<file path="src/rtl/sercmd_pkg.sv">
package sercmd_pkg;
    localparam int OP_W   = 4;
    localparam int DATA_W = 12;
    localparam int WORD_W = OP_W + DATA_W;
    localparam int CNT_W  = $clog2(WORD_W + 2);
    localparam int SEL_W  = 2;

    typedef logic [OP_W-1:0]   op_t;
    typedef logic [DATA_W-1:0] code_t;
    typedef logic [SEL_W-1:0]  sel_t;

    localparam op_t OP_STAGE  = 4'b0001;
    localparam op_t OP_COPY   = 4'b1000;
    localparam op_t OP_BOTH_A = 4'b1001;
    localparam op_t OP_BOTH_B = 4'b1111;

    typedef struct packed {
        op_t   op;
        code_t data;
    } word_t;

    typedef struct packed {
        logic wr_stage;
        logic wr_live;
        logic live_from_stage;
    } act_t;

    function automatic act_t decode_op(op_t op);
        act_t a;
        a = '0;
        unique case (op)
            OP_STAGE:             a.wr_stage = 1'b1;
            OP_COPY:              begin a.wr_live = 1'b1; a.live_from_stage = 1'b1; end
            OP_BOTH_A, OP_BOTH_B: begin a.wr_stage = 1'b1; a.wr_live = 1'b1; end
            default:              a = '0;
        endcase
        return a;
    endfunction
endpackage

</file>
<file path="src/rtl/sercmd_sync.sv">
module sercmd_sync #(
    parameter int            W       = 3,
    parameter int            STAGES  = 2,
    parameter logic [W-1:0]  RST_VAL = '0
) (
    input  logic         clk,
    input  logic         rst,
    input  logic [W-1:0] din,
    output logic [W-1:0] lvl
);
    logic [STAGES-1:0][W-1:0] stg;

    always_ff @(posedge clk) begin
        if (rst) begin
            stg <= {STAGES{RST_VAL}};
        end else begin
            stg[0] <= din;
            for (int i = 1; i < STAGES; i++) stg[i] <= stg[i-1];
        end
    end

    assign lvl = stg[STAGES-1];
endmodule

</file>
<file path="src/rtl/sercmd_frame.sv">
module sercmd_frame
    import sercmd_pkg::*;
(
    input  logic             clk,
    input  logic             rst,
    input  logic             sel_n_lvl,
    input  logic             sclk_lvl,
    input  logic             dat_lvl,
    output word_t            word,
    output logic [CNT_W-1:0] cnt,
    output logic             go
);
    localparam logic [CNT_W-1:0] CNT_FULL = CNT_W'(WORD_W);
    localparam logic [CNT_W-1:0] CNT_OVER = CNT_W'(WORD_W + 1);

    logic prev_sclk, prev_sel_n;
    logic sclk_rise, sel_rise;
    logic [WORD_W-1:0] sh;

    assign sclk_rise = sclk_lvl & ~prev_sclk;
    assign sel_rise  = sel_n_lvl & ~prev_sel_n;

    always_ff @(posedge clk) begin
        if (rst) begin
            prev_sclk  <= 1'b0;
            prev_sel_n <= 1'b1;
            sh         <= '0;
            cnt        <= '0;
        end else begin
            prev_sclk  <= sclk_lvl;
            prev_sel_n <= sel_n_lvl;
            if (sel_n_lvl) begin
                cnt <= '0;
            end else if (sclk_rise) begin
                sh <= {sh[WORD_W-2:0], dat_lvl};
                if (cnt != CNT_OVER) cnt <= cnt + 1'b1;
            end
        end
    end

    assign word = word_t'(sh);
    assign go   = sel_rise && (cnt == CNT_FULL);
endmodule

</file>
<file path="src/rtl/sercmd_regs.sv">
module sercmd_regs
    import sercmd_pkg::*;
(
    input  logic  clk,
    input  logic  rst,
    input  logic  go,
    input  word_t word,
    output code_t stage_q,
    output code_t live_q,
    output logic  stb,
    output op_t   op_q,
    output sel_t  sel_q
);
    act_t act;
    assign act = decode_op(word.op);

    always_ff @(posedge clk) begin
        if (rst) begin
            stage_q <= '0;
            live_q  <= '0;
            stb     <= 1'b0;
            op_q    <= '0;
            sel_q   <= '0;
        end else begin
            stb <= go;
            if (go) begin
                op_q  <= word.op;
                sel_q <= word.data[DATA_W-1 -: SEL_W];
                if (act.wr_stage) stage_q <= word.data;
                if (act.wr_live)  live_q  <= act.live_from_stage ? stage_q : word.data;
            end
        end
    end
endmodule

</file>
<file path="src/rtl/sercmd_dbuf.sv">
module sercmd_dbuf
    import sercmd_pkg::*;
#(
    parameter int SYNC_STAGES = 2
) (
    input  logic              clk,
    input  logic              rst,
    input  logic              ser_sel_n,
    input  logic              ser_clk,
    input  logic              ser_dat,
    output logic [DATA_W-1:0] dac_code,
    output logic              pwr_stb,
    output logic [OP_W-1:0]   pwr_op,
    output logic [SEL_W-1:0]  pwr_sel
);
    logic [2:0]       pins_lvl;
    word_t            word;
    logic [CNT_W-1:0] bit_cnt;
    logic             go;
    code_t            in_q;

    // bit order in the vector: [2] select, [1] data, [0] clock
    sercmd_sync #(.W(3), .STAGES(SYNC_STAGES), .RST_VAL(3'b100)) u_sync (
        .clk (clk),
        .rst (rst),
        .din ({ser_sel_n, ser_dat, ser_clk}),
        .lvl (pins_lvl)
    );

    sercmd_frame u_frame (
        .clk       (clk),
        .rst       (rst),
        .sel_n_lvl (pins_lvl[2]),
        .sclk_lvl  (pins_lvl[0]),
        .dat_lvl   (pins_lvl[1]),
        .word      (word),
        .cnt       (bit_cnt),
        .go        (go)
    );

    sercmd_regs u_regs (
        .clk     (clk),
        .rst     (rst),
        .go      (go),
        .word    (word),
        .stage_q (in_q),
        .live_q  (dac_code),
        .stb     (pwr_stb),
        .op_q    (pwr_op),
        .sel_q   (pwr_sel)
    );
endmodule

</file>
<file path="config.mk">
export PLATFORM = sky130hd
export DESIGN_NAME = sercmd_dbuf
export DESIGN_NICKNAME = d
export VERILOG_FILES = /design/src/rtl/sercmd_pkg.sv /design/src/rtl/sercmd_sync.sv /design/src/rtl/sercmd_frame.sv /design/src/rtl/sercmd_regs.sv /design/src/rtl/sercmd_dbuf.sv
export SDC_FILE = /design/constraint.sdc
export NUM_CORES = 1
export LEC_CHECK = 0
export BUFFER_PORTS_ARGS = -buffer_cell sky130_fd_sc_hd__buf_2
export CELL_PAD_IN_SITES_DETAIL_PLACEMENT = 1
export CELL_PAD_IN_SITES_GLOBAL_PLACEMENT = 1
export CORE_MARGIN = 2
export CORE_UTILIZATION = 40
export CTS_BUF_LIST = sky130_fd_sc_hd__clkbuf_2 sky130_fd_sc_hd__clkbuf_4 sky130_fd_sc_hd__clkbuf_8
export DETAILED_ROUTE_END_ITERATION = 6
export GPL_TIMING_DRIVEN = 1
export PLACE_DENSITY_LB_ADDON = 0.2
export SLEW_MARGIN = 20
export SYNTH_ARGS = -nofsm -noshare
export SYNTH_HDL_FRONTEND = slang
export SYNTH_HIERARCHICAL = 1
export SYNTH_SLANG_ARGS = --single-unit
</file>
<file path="constraint.sdc">
create_clock -name clk -period 1.8 [get_ports clk]
set_input_delay 0.27 -clock clk [delete_from_list [all_inputs] [get_ports clk]]
set_output_delay 0.27 -clock clk [all_outputs]
set_load 0.005 [all_outputs]
</file>
==> results of run 1 <==
-- how the worst max path moves through the flow --
| stage | endpoint | from | depth (start not counted) | slack [ns] |
|---|---|---|---|---|
| after floorplan | u_regs/stage_q[0] | u_frame/cnt[0] | 9 | 0.003 |
| after global placement | u_regs/live_q[10] | u_frame/cnt[0] | 8 | 0.11 |
| after detailed placement | u_regs/live_q[0] | u_frame/cnt[1] | 8 | 0.02 |
| after CTS | u_regs/live_q[11] | u_frame/cnt[0] | 9 | 0.02 |
| after global routing | u_regs/live_q[4] | u_frame/cnt[0] | 9 | 0.008 |
| final | u_regs/live_q[11] | u_frame/cnt[1] | 9 | 0.11 |
-- report_power, final --
part | leakage (nW) | internal [W] | switching [W] | total (W)
combinational | 0.478 | 0.0000254 | 0.0000346 | 0.0000600
clock | 0.116 | 0.000825 | 0.000515 | 0.00134
sequential | 0.485 | 0.00134 | 0.00000406 | 0.00134
-- state kept, by name (all words and copies together), names as in the netlist --
| name | count |
|---|---|
| u_frame/cnt | 5 |
| u_frame/prev_sclk | 1 |
| u_frame/prev_sel_n | 1 |
| u_frame/word | 16 |
| u_regs/live_q | 12 |
| u_regs/op_q | 4 |
| u_regs/sel_q | 2 |
| u_regs/stage_q | 12 |
| u_regs/stb | 1 |
| u_sync/lvl | 3 |
| u_sync/stg | 3 |
-- cells by family (layout without fill, tap and decap cells) --
| group | count (synthesis) | in the layout | share of synthesized area |
|---|---|---|---|
| simple gates | 109 | 109 | 0.230 |
| flops | 60 | 60 | 0.462 |
| compound gates | 42 | 42 | 0.128 |
| mux | 28 | 28 | 0.108 |
| buf+inv | 21 | 58 | 0.0578 |
| fa+ha+maj | 3 | 3 | 0.0144 |
-- Yosys cell counts (2+ instances only) --
master	number	share of area
o31ai_1	2	0.0058
a221oi_1	2	0.0067
o211ai_1	2	0.0058
buf_4	5	0.014
nand3_1	4	0.0077
or3_1	2	0.0048
or2_1	2	0.0048
dfxtp_1	60	0.46
o21ai_1	2	0.0039
nor2_1	17	0.025
nand2_1	38	0.055
a21oi_1	22	0.042
nand2b_1	28	0.067
mux2i_1	28	0.11
buf_2	3	0.0058
clkbuf_1	4	0.0058
a221oi_2	10	0.058
ha_1	3	0.014
inv_1	3	0.0043
nor2b_1	7	0.017
buf_6	5	0.022
-- repair_timing --
item / CTS / global route
cloned: 0 / 1
endpoints found under the setup margin: 1 / 24
setup buffers: 0 / 0
resized for setup: 1 / 13
pin swaps: 0 / 0
-- layer usage --
metal | track usage | vias up | part of all wire
li1 | - | 965 | -
met1 | 0.206 | 961 | 0.45
met2 | 0.304 | 24 | 0.51
met3 | 0.0560 | 4 | 0.032
met4 | 0.0693 | 0 | 0.0077
met5 | 0 | - | 0
-- stage by stage --
stage	area [um^2]	power (W)	instances	util	hold WS [ns]
floorplan	2600	0.00141	263	-	0.342
global placement	2830	0.00143	360	0.448	0.388
detailed placement	2830	0.00143	360	0.448	0.406
CTS	3050	0.00279	376	0.483	0.105
global route	3130	0.00284	377	0.496	0.109
finish	3130	0.00274	377	0.496	0.120
-- final cells by class --
| class | count | area, um^2 |
|---|---|---|
| Sequential cell | 60 | 1200 |
| Tap cell | 77 | 96.3 |
| Multi-Input combinational cell | 182 | 1300 |
| Inverter | 3 | 11.3 |
| Timing Repair Buffer | 39 | 303 |
| Clock buffer | 11 | 145 |
| Clock inverter | 5 | 75.1 |
| Fill cell | 748 | 3180 |
==> results by group, run 1 <==
Placement
  – HPWL Detailed: between 3000 and 4000 um
  – RePlAce Congestion: around 0.83
  – PortBufs: 23
  – DP Worst Slack: approximately 0.015 ns

Clock network
  – # clock sinks: 60
  – CTS Buf Count: 9
  – Max Root-Sink Buffers: 2
  – CTS clk-pin slew, worst paths: around 0.07 ns
  – Latest clock arrival within the worst-skew pair: between 0.3 and 0.4 ns
  – CTS tree: done
  – Htree depth: 3
  – Root buf cell: clkbuf_8
  – CTS Hold Bufs: 0

STA
  – Final Max Slew Viols: 0
  – Setup ws final: approximately 0.11 ns
  – Setup TNS: 0 ns
  – Final period utilization: 0.940
  – Worst slew margin: 0.562
  – Period minus WS final: 1.69 ns
  – Final-report setup violation count: 0
  – RSZ-0062 raised after global routing: no
  – Final Hold Viols: 0
  – Worst Skew: 0.0101 ns
  – Worst-Margin Slew: between 0.6 and 0.7 ns
  – Max Clock Freq: 591 MHz

Layout
  – Leading cell types in the layout, fill and taps excluded: dfxtp_1 (59), nand2_1 (37), nand2b_1 (28), mux2i_1 (28), buf_2 (23)
  – Nets: around 300
  – Area Overhead vs Synth: 20.4%
  – Layout cells sized above 1: 0.260
  – Ant. Diodes: 0
  – Commonest non-fill, non-tap cell in the layout: dfxtp_1

GRT
  – Largest net degree at the start of global routing: between 40 and 50
  – First-pass GRT wire length: between 9000 and 10000 um
  – Total gr overflow: 0
  – Vias in the first global route: 2029
  – Initial antenna violation count: 0
  – GRT Resource Usage Total: 0.177

Route
  – Final WL: slightly above 6000 um
  – Drt pass-1 iters: 4
  – Via Count: just under 2000
  – ANT nets after route: 0
  – DR WL/cell: ~16 um
  – First DRT Iteration DRCs: 60
  – Vias/cell: 5.18
  – # DRC: 0

Critical path
  – Worst setup SP type: register
  – R2r setup slk: 0.11 ns
  – Buffers and inverters on the worst path: 3
  – Critical Path AT: 1.94 ns
  – Reg2Reg Depth: 9
  – Reg-to-Reg Start: u_frame/cnt[1]
  – CP top delay family: simple AND/OR/NAND/NOR gates
  – Crit path cell chain: inv_1 > ha_1 > nand2_1 > nor4_2 > buf_4 > and4_4 > nand2_4 > clkbuf_16 > a221oi_2
  – Worst path slowest cell: dfxtp_1
  – Crit path kind: register to register
  – Crit-path max FO: 8
  – Reg2reg end: u_regs/live_q[11]
  – Worst Setup End Kind: register
  – Critical Path RT: 2.05 ns
  – Slowest Stage Delay on Critical Path: 0.31 ns

Die
  – Placeable Area: 0.00631 mm^2
  – Die Wd: ~85 um
  – Cell row count: 29
  – Die H: 84.6 um
  – Ports: 24
  – Starting Density: 0.412
  – Die Area: between 0.007 and 0.008 mm^2

Power and ir drop
  – Peak VDD IR: 0.000526 V
  – Leak: between 1 and 1.5 nW
  – PwrDens: about 900 mW/mm^2

Synthesis
  – Synth Flop Type: dfxtp_1
  – Mapped cell area: ~0.0026 mm^2
  – Mapped Cells: 263
  – Register area share after synthesis: 0.462
  – Async set or reset register ratio after synthesis: 0
  – EDFF count, synth: 0
  – Yosys Warn Count: 6
  – Synth Register Bits: 60
  – Library cells used by synthesis: 35
  – Synthesized area per cell: 9.88 um^2
  – Mapped Nets: about 270

Worst hold path
  – Hold Crit Class: input pin to register
  – Hold Crit Depth: 2
  – Hold_sp: ser_sel_n
  – Worst Hold End: u_sync/stg[2]

Status
  – Outcome: finished, final reports clean

Flow run
  – Maxcap violations: 0
No activity file was read; power rests on OpenSTA's default activity.
==> run 2, diff against run 1 <==
==> constraint.sdc (replaced) <==
create_clock -name clk -period 1.8 [get_ports clk]
set_input_delay 0.09 -clock clk [delete_from_list [all_inputs] [get_ports clk]]
set_output_delay 0.09 -clock clk [all_outputs]
set_load 0.005 [all_outputs]
==> run 2 against run 1 <==
Net effect:
- die area unchanged
- highest routed layer unchanged
- flip-flop and latch count unchanged
- largest cell class unchanged
- power up 2.3%
==> results by group, run 2 (synthesis gave the netlist of run 1 again) <==
Status
  – Outcome: finished, final reports clean (unchanged)

Placement
  – DP Area: 0.00282 mm^2 (was 0.00283 mm^2)
  – DP Worst Slack: 0.0414 ns (was 0.0150 ns)
  – PortBufs: 23 (unchanged)
  – Placed insts: 359 (was 360)
  – HPWL Detailed: 3670 um (was 3930 um)
  – RePlAce Congestion: 0.817 (was 0.826)

Clock network
  – Post-CTS setup buffers: 0 (unchanged)
  – CTS clk-pin slew, worst paths: 0.07 ns (about the same)
  – Htree depth: 3 (unchanged)
  – CTS Buf Count: 9 (unchanged)
  – Max Root-Sink Buffers: 2 (unchanged)
  – Latest clock arrival within the worst-skew pair: 0.34 ns (about the same)
  – # clock sinks: 60 (unchanged)
  – Root buf cell: clkbuf_8 (unchanged)
  – CTS tree: done (unchanged)

Critical path
  – Slowest Stage Delay on Critical Path: 0.32 ns (was 0.31 ns)
  – Crit path kind: register to register (unchanged)
  – Crit-path max FO: 12 (was 8)
  – Critical Path RT: 2.05 ns (about the same)
  – Worst path slowest cell: dfxtp_1 (unchanged)
  – Buffers and inverters on the worst path: 3 (unchanged)
  – Cell repeated most along the worst path: nand2_1
  – Crit path cell chain: inv_1 > ha_1 > nand2_1 > nor4_2 > buf_4 > and4_2 > nand2_1 > buf_8 > a221oi_2 (was inv_1 > ha_1 > nand2_1 > nor4_2 > buf_4 > and4_4 > nand2_4 > clkbuf_16 > a221oi_2)
  – Worst setup SP type: register (unchanged)
  – Worst Setup End Kind: register (unchanged)
  – CP top delay family: simple AND/OR/NAND/NOR gates (unchanged)
  – Critical Path AT: 1.98 ns (was 1.94 ns)

Layout
  – Ant. Diodes: 0 (unchanged)
  – Area Overhead vs Synth: 20.2% (was 20.4%)
  – Commonest non-fill, non-tap cell in the layout: dfxtp_1 (unchanged)
  – Filler cell count: 724 (was 748)
  – Largest register FFs: 16 (unchanged)
  – Final Cell Area: 0.00312 mm^2 (was 0.00313 mm^2)
  – Non-Filler Instances: 378 (was 377)
  – Nets: 304 (was 303)
  – Leading cell types in the layout, fill and taps excluded: dfxtp_1 (60), nand2_1 (38), nand2b_1 (28), mux2i_1 (28), buf_2 (23) (was dfxtp_1 (59), nand2_1 (37), nand2b_1 (28), mux2i_1 (28), buf_2 (23))
  – Layout Utilization: 0.495 (was 0.496)
  – Layout cells sized above 1: 0.239 (was 0.260)

Die
  – Die H: 84.6 um (unchanged)
  – Die Area: 0.00716 mm^2 (unchanged)
  – Die Wd: 84.6 um (unchanged)
  – Cell row count: 29 (unchanged)
  – Ports: 24 (unchanged)
  – Starting Density: 0.412 (unchanged)
  – Placeable Area: 0.00631 mm^2 (unchanged)

GRT
  – Total gr overflow: 0 (unchanged)
  – Initial antenna violation count: 0 (unchanged)
  – Vias in the first global route: 2029 (unchanged)
  – Largest net degree at the start of global routing: 48 (unchanged)
  – GRT Resource Usage Total: 0.174 (was 0.177)
  – First-pass GRT wire length: 9780 um (was 9800 um)

Route
  – Drt pass-1 iters: 4 (unchanged)
  – Vias/cell: 5.10 (was 5.18)
  – # DRC: 0 (unchanged)
  – DR WL/cell: 15.2 um (was 16.1 um)
  – Via Count: 1928 (was 1954)
  – First DRT Iteration DRCs: 46 (was 60)
  – Final WL: 5740 um (was 6080 um)
  – ANT nets after route: 0 (unchanged)

STA
  – Final period utilization: 0.958 (was 0.940)
  – Final-report setup violation count: 0 (unchanged)
  – Setup ws final: 0.0750 ns (was 0.108 ns)
  – Worst Skew: 0.00972 ns (was 0.0101 ns)
  – Max Clock Freq: 580 MHz (was 591 MHz)
  – Worst-Margin Slew: 0.700 ns (was 0.658 ns)
  – Final Max Slew Viols: 0 (unchanged)
  – Worst slew margin: 0.533 (was 0.562)
  – Period minus WS final: 1.72 ns (was 1.69 ns)
  – RSZ-0062 raised after global routing: yes (was no)
  – Hold_ws: 0.166 ns (was 0.120 ns)
  – Final Hold Viols: 0 (unchanged)

Power and ir drop
  – Peak VDD IR: 0.000570 V (was 0.000526 V)
  – PwrDens: 897 mW/mm^2 (was 875 mW/mm^2)
  – Leak: 1.06 nW (was 1.08 nW)

Flow run
  – Maxcap violations: 0 (unchanged)

Worst hold path
  – Hold Crit Class: input pin to register (unchanged)
-- run 2: final cells by class --
type	instances	area (um^2)	area share
inverter	3	11.3	0.00360
clock buffer	12	165	0.0529
timing repair buffer	40	295	0.0945
sequential	60	1200	0.384
clock inverter	4	70.1	0.0224
tap	77	96.3	0.0308
multi-input combinational	182	1280	0.411
-- run 2: final timing paths --
| path | start | slack, ns | depth (start not counted) | endpoint |
|---|---|---|---|---|
| hold reg to reg | u_sync/stg[2] | 0.40 | 1 | u_sync/lvl[2] |
| hold / removal | rst | 0.17 | 2 | u_regs/sel_q[0] |
| setup reg to reg | u_frame/cnt[1] | 0.08 | 9 | u_regs/live_q[8] |
| setup / recovery | u_frame/cnt[1] | 0.08 | 9 | u_regs/live_q[8] |
-- run 2: metal layers --
layer | share of wire | vias up | track usage | routed length (um)
li1 | - | 964 | - | -
met2 | 0.49 | 32 | 0.289 | 2830
met1 | 0.46 | 924 | 0.207 | 2620
met3 | 0.036 | 8 | 0.0629 | 209
met4 | 0.014 | 0 | 0.0620 | 81
met5 | 0 | - | 0 | 0
-- run 2: worst reg2reg max path: stages (launching register included) --
cell and delay, ns:
dfxtp_1 0.32, inv_1 0.08, ha_1 0.14, nand2_1 0.06
nor4_2 0.13, buf_4 0.19, and4_2 0.20, nand2_1 0.08
buf_8 0.19, a221oi_2 0.25
-- run 2: report_power, final --
group | internal [W] | total, W | leakage [nW] | switching (W)
Clock | 0.000888 | 0.00140 | 0.122 | 0.000512
Sequential | 0.00134 | 0.00134 | 0.485 | 0.00000378
Combinational | 0.0000281 | 0.0000637 | 0.450 | 0.0000355
Total | 0.00225 | 0.00280 | 1.06 | 0.000552
-- run 2: repair_timing --
item | in CTS | in global routing
setup endpoints to repair | 1 | 24
endpoints found under the hold margin | 3 | 0
gates resized for setup | 1 | 6
hold buffers | 3 | 0
-- run 2: through the flow --
stage          power (W)  TNS (ns)
6_report         0.00280         0
5_1_grt          0.00290    -0.347
4_1_cts          0.00284         0
3_5_place_dp     0.00143         0
3_3_place_gp     0.00143         0
2_1_floorplan    0.00141         0
==> run 3, diff against run 2 <==
--- a/config.mk
+++ b/config.mk
@@ -9,10 +9,11 @@
 export CELL_PAD_IN_SITES_DETAIL_PLACEMENT = 1
 export CELL_PAD_IN_SITES_GLOBAL_PLACEMENT = 1
 export CORE_MARGIN = 2
-export CORE_UTILIZATION = 40
+export CORE_UTILIZATION = 43
 export CTS_BUF_LIST = sky130_fd_sc_hd__clkbuf_2 sky130_fd_sc_hd__clkbuf_4 sky130_fd_sc_hd__clkbuf_8
 export DETAILED_ROUTE_END_ITERATION = 6
 export GPL_TIMING_DRIVEN = 1
+export MAX_ROUTING_LAYER = met4
 export PLACE_DENSITY_LB_ADDON = 0.2
 export SLEW_MARGIN = 20
 export SYNTH_ARGS = -nofsm -noshare
==> run 3 against run 2 <==
Net effect:
- count of clock-buffer cells in the layout grew 1
- worst hold slack improved by 0.015 ns
- register-to-register slack gained 0.04 ns
- setup slack gained 0.040 ns
- flip-flop and latch count unchanged
- clock skew decreased by 0.0020 ns
- utilization up 4.3 points
- critical path depth unchanged
- critical path type unchanged
==> results by group, run 3 (synthesis gave the netlist of run 1 again) <==
Placement
  – RePlAce Congestion: 0.814 (was 0.817)
  – PortBufs: 23 (unchanged)
  – HPWL Detailed: 3750 um (was 3670 um)
  – Placed insts: 358 (was 359)
  – DP Area: 0.00283 mm^2 (was 0.00282 mm^2)
  – DP Worst Slack: 0.00341 ns (was 0.0414 ns)

Critical path
  – Critical Path RT: 2.07 ns (was 2.05 ns)
  – Worst path slowest cell: dfxtp_1 (unchanged)
  – Crit path kind: register to register (unchanged)
  – Crit path cell chain: inv_2 > ha_1 > nand2_1 > nor4_4 > buf_4 > nand2_2 > a21oi_4 > clkbuf_16 > mux2i_1 (was inv_1 > ha_1 > nand2_1 > nor4_2 > buf_4 > and4_2 > nand2_1 > buf_8 > a221oi_2)
  – Critical Path AT: 1.95 ns (was 1.98 ns)
  – Worst setup SP type: register (unchanged)
  – Crit-path max FO: 6 (was 12)
  – Worst Setup End Kind: register (unchanged)
  – Slowest Stage Delay on Critical Path: 0.32 ns (about the same)

GRT
  – Busiest grt layer: met2 (unchanged)
  – First-pass GRT wire length: 9600 um (was 9780 um)
  – Largest net degree at the start of global routing: 47 (was 48)
  – GRT Resource Usage Total: 0.199 (was 0.174)
  – Vias in the first global route: 1955 (was 2029)
  – Total gr overflow: 0 (unchanged)
  – Met1 GRT Util: 0.242 (was 0.207)
  – Met2 Usage GRT: 0.314 (was 0.289)
  – Met3 GRT Util: 0.0462 (was 0.0629)
  – Initial antenna violation count: 0 (unchanged)

Flow run
  – Maxcap violations: 0 (unchanged)

STA
  – Period minus WS final: 1.69 ns (was 1.72 ns)
  – Max Clock Freq: 593 MHz (was 580 MHz)
  – Worst slew margin: 0.566 (was 0.533)
  – Setup TNS: 0 ns (unchanged)
  – Worst Skew: 0.00770 ns (was 0.00972 ns)
  – Final period utilization: 0.936 (was 0.958)
  – Final-report setup violation count: 0 (unchanged)
  – Worst-Margin Slew: 0.651 ns (was 0.700 ns)
  – Final Hold Viols: 0 (unchanged)
  – Final Max Slew Viols: 0 (unchanged)
  – Setup ws final: 0.115 ns (was 0.0750 ns)

Power and ir drop
  – PwrDens: 852 mW/mm^2 (was 897 mW/mm^2)
  – Leak: 1.07 nW (was 1.06 nW)
  – Peak VDD IR: 0.000489 V (was 0.000570 V)

Worst hold path
  – Hold Crit Class: input pin to register (unchanged)

Layout
  – Filler cell count: 674 (was 724)
  – Largest register FFs: 16 (unchanged)
  – Nets: 308 (was 304)
  – Layout Utilization: 0.538 (was 0.495)
  – Area Overhead vs Synth: 21.8% (was 20.2%)
  – Layout cells sized above 1: 0.266 (was 0.239)
  – Leading cell types in the layout, fill and taps excluded: dfxtp_1 (59), nand2_1 (37), nand2b_1 (28) (was dfxtp_1 (60), nand2_1 (38), nand2b_1 (28), mux2i_1 (28), buf_2 (23))
  – Ant. Diodes: 0 (unchanged)
  – Non-Filler Instances: 380 (was 378)
  – Commonest non-fill, non-tap cell in the layout: dfxtp_1 (unchanged)
  – Final Cell Area: 0.00317 mm^2 (was 0.00312 mm^2)

Die
  – Die H: 81.7 um (was 84.6 um)
  – Starting Density: 0.442 (was 0.412)
  – Placeable Area: 0.00589 mm^2 (was 0.00631 mm^2)
  – Cell row count: 28 (was 29)
  – Ports: 24 (unchanged)
  – Die Area: 0.00668 mm^2 (was 0.00716 mm^2)
  – Die Wd: 81.7 um (was 84.6 um)

Clock network
  – CTS clk-pin slew, worst paths: 0.07 ns (about the same)
  – CTS tree: done (unchanged)
  – Root buf cell: clkbuf_8 (unchanged)
  – Max Root-Sink Buffers: 2 (unchanged)
  – Latest clock arrival within the worst-skew pair: 0.34 ns (about the same)
  – Htree depth: 3 (unchanged)
  – # clock sinks: 60 (unchanged)
  – CTS Buf Count: 9 (unchanged)

Route
  – ANT nets after route: 0 (unchanged)
  – # DRC: 0 (unchanged)
  – Final WL: 6170 um (was 5740 um)
  – Vias/cell: 5.27 (was 5.10)
  – Via Count: 2001 (was 1928)
  – First DRT Iteration DRCs: 87 (was 46)
  – DR WL/cell: 16.2 um (was 15.2 um)
  – Drt pass-1 iters: 6 (was 4)

Status
  – Outcome: finished, final reports clean (unchanged)
run 3: timing repair:
item | in CTS | in global routing
setup buffers | 0 | 1
endpoints found under the setup margin | 1 | 24
gates resized for setup | 1 | 12
hold buffers | 3 | 0
gates cloned | 0 | 2
hold endpoints to repair | 3 | 0
run 3: layout make-up:
| class | instances | area (um^2) | area share |
|---|---|---|---|
| multi-input combinational | 183 | 1310 | 0.414 |
| sequential | 60 | 1200 | 0.380 |
| timing repair buffer | 43 | 332 | 0.105 |
| clock buffer | 13 | 173 | 0.0545 |
| tap | 75 | 93.8 | 0.0296 |
| clock inverter | 3 | 43.8 | 0.0138 |
| inverter | 3 | 11.3 | 0.00356 |
run 3: power breakdown:
group	total, W	internal (W)	switching [W]
clock network	0.00129	0.000769	0.000526
registers	0.00134	0.00133	0.00000404
logic	0.0000631	0.0000282	0.0000350
total	0.00270	0.00213	0.000565
run 3: path summary, 6_finish.rpt:
| check | from | to | slack (ns) | cells after the start |
|---|---|---|---|---|
| max reg2reg | u_frame/cnt[0] | u_regs/stage_q[9] | 0.11 | 9 |
| max | u_frame/cnt[0] | u_regs/stage_q[9] | 0.11 | 9 |
| min reg2reg | u_sync/stg[2] | u_sync/lvl[2] | 0.41 | 1 |
| min | rst | u_frame/prev_sclk | 0.18 | 2 |
run 3: metrics by stage:
step,power (W),hold slack (ns)
finish,0.00270,0.181
global route,0.00280,0.217
global placement,0.00143,0.270
floorplan,0.00141,0.162
detailed placement,0.00143,0.279
CTS,0.00273,0.175
run 3: worst max-delay path: cells and delay by family, from the launching register on:
kind	cells	cell delay [ns]
and+or+nand+nor	3	0.32
AOI/OAI and AO/OA	1	0.22
DFF	1	0.32
muxes	1	0.18
buffers and inverters	3	0.45
adders and majority gates	1	0.13
run 3: routing by layer:
| metal | vias up | share of wire |
|---|---|---|
| met4 | 0 | 0.015 |
| met2 | 27 | 0.48 |
| met5 | - | 0 |
| met3 | 7 | 0.029 |
| met1 | 986 | 0.47 |
| li1 | 981 | - |
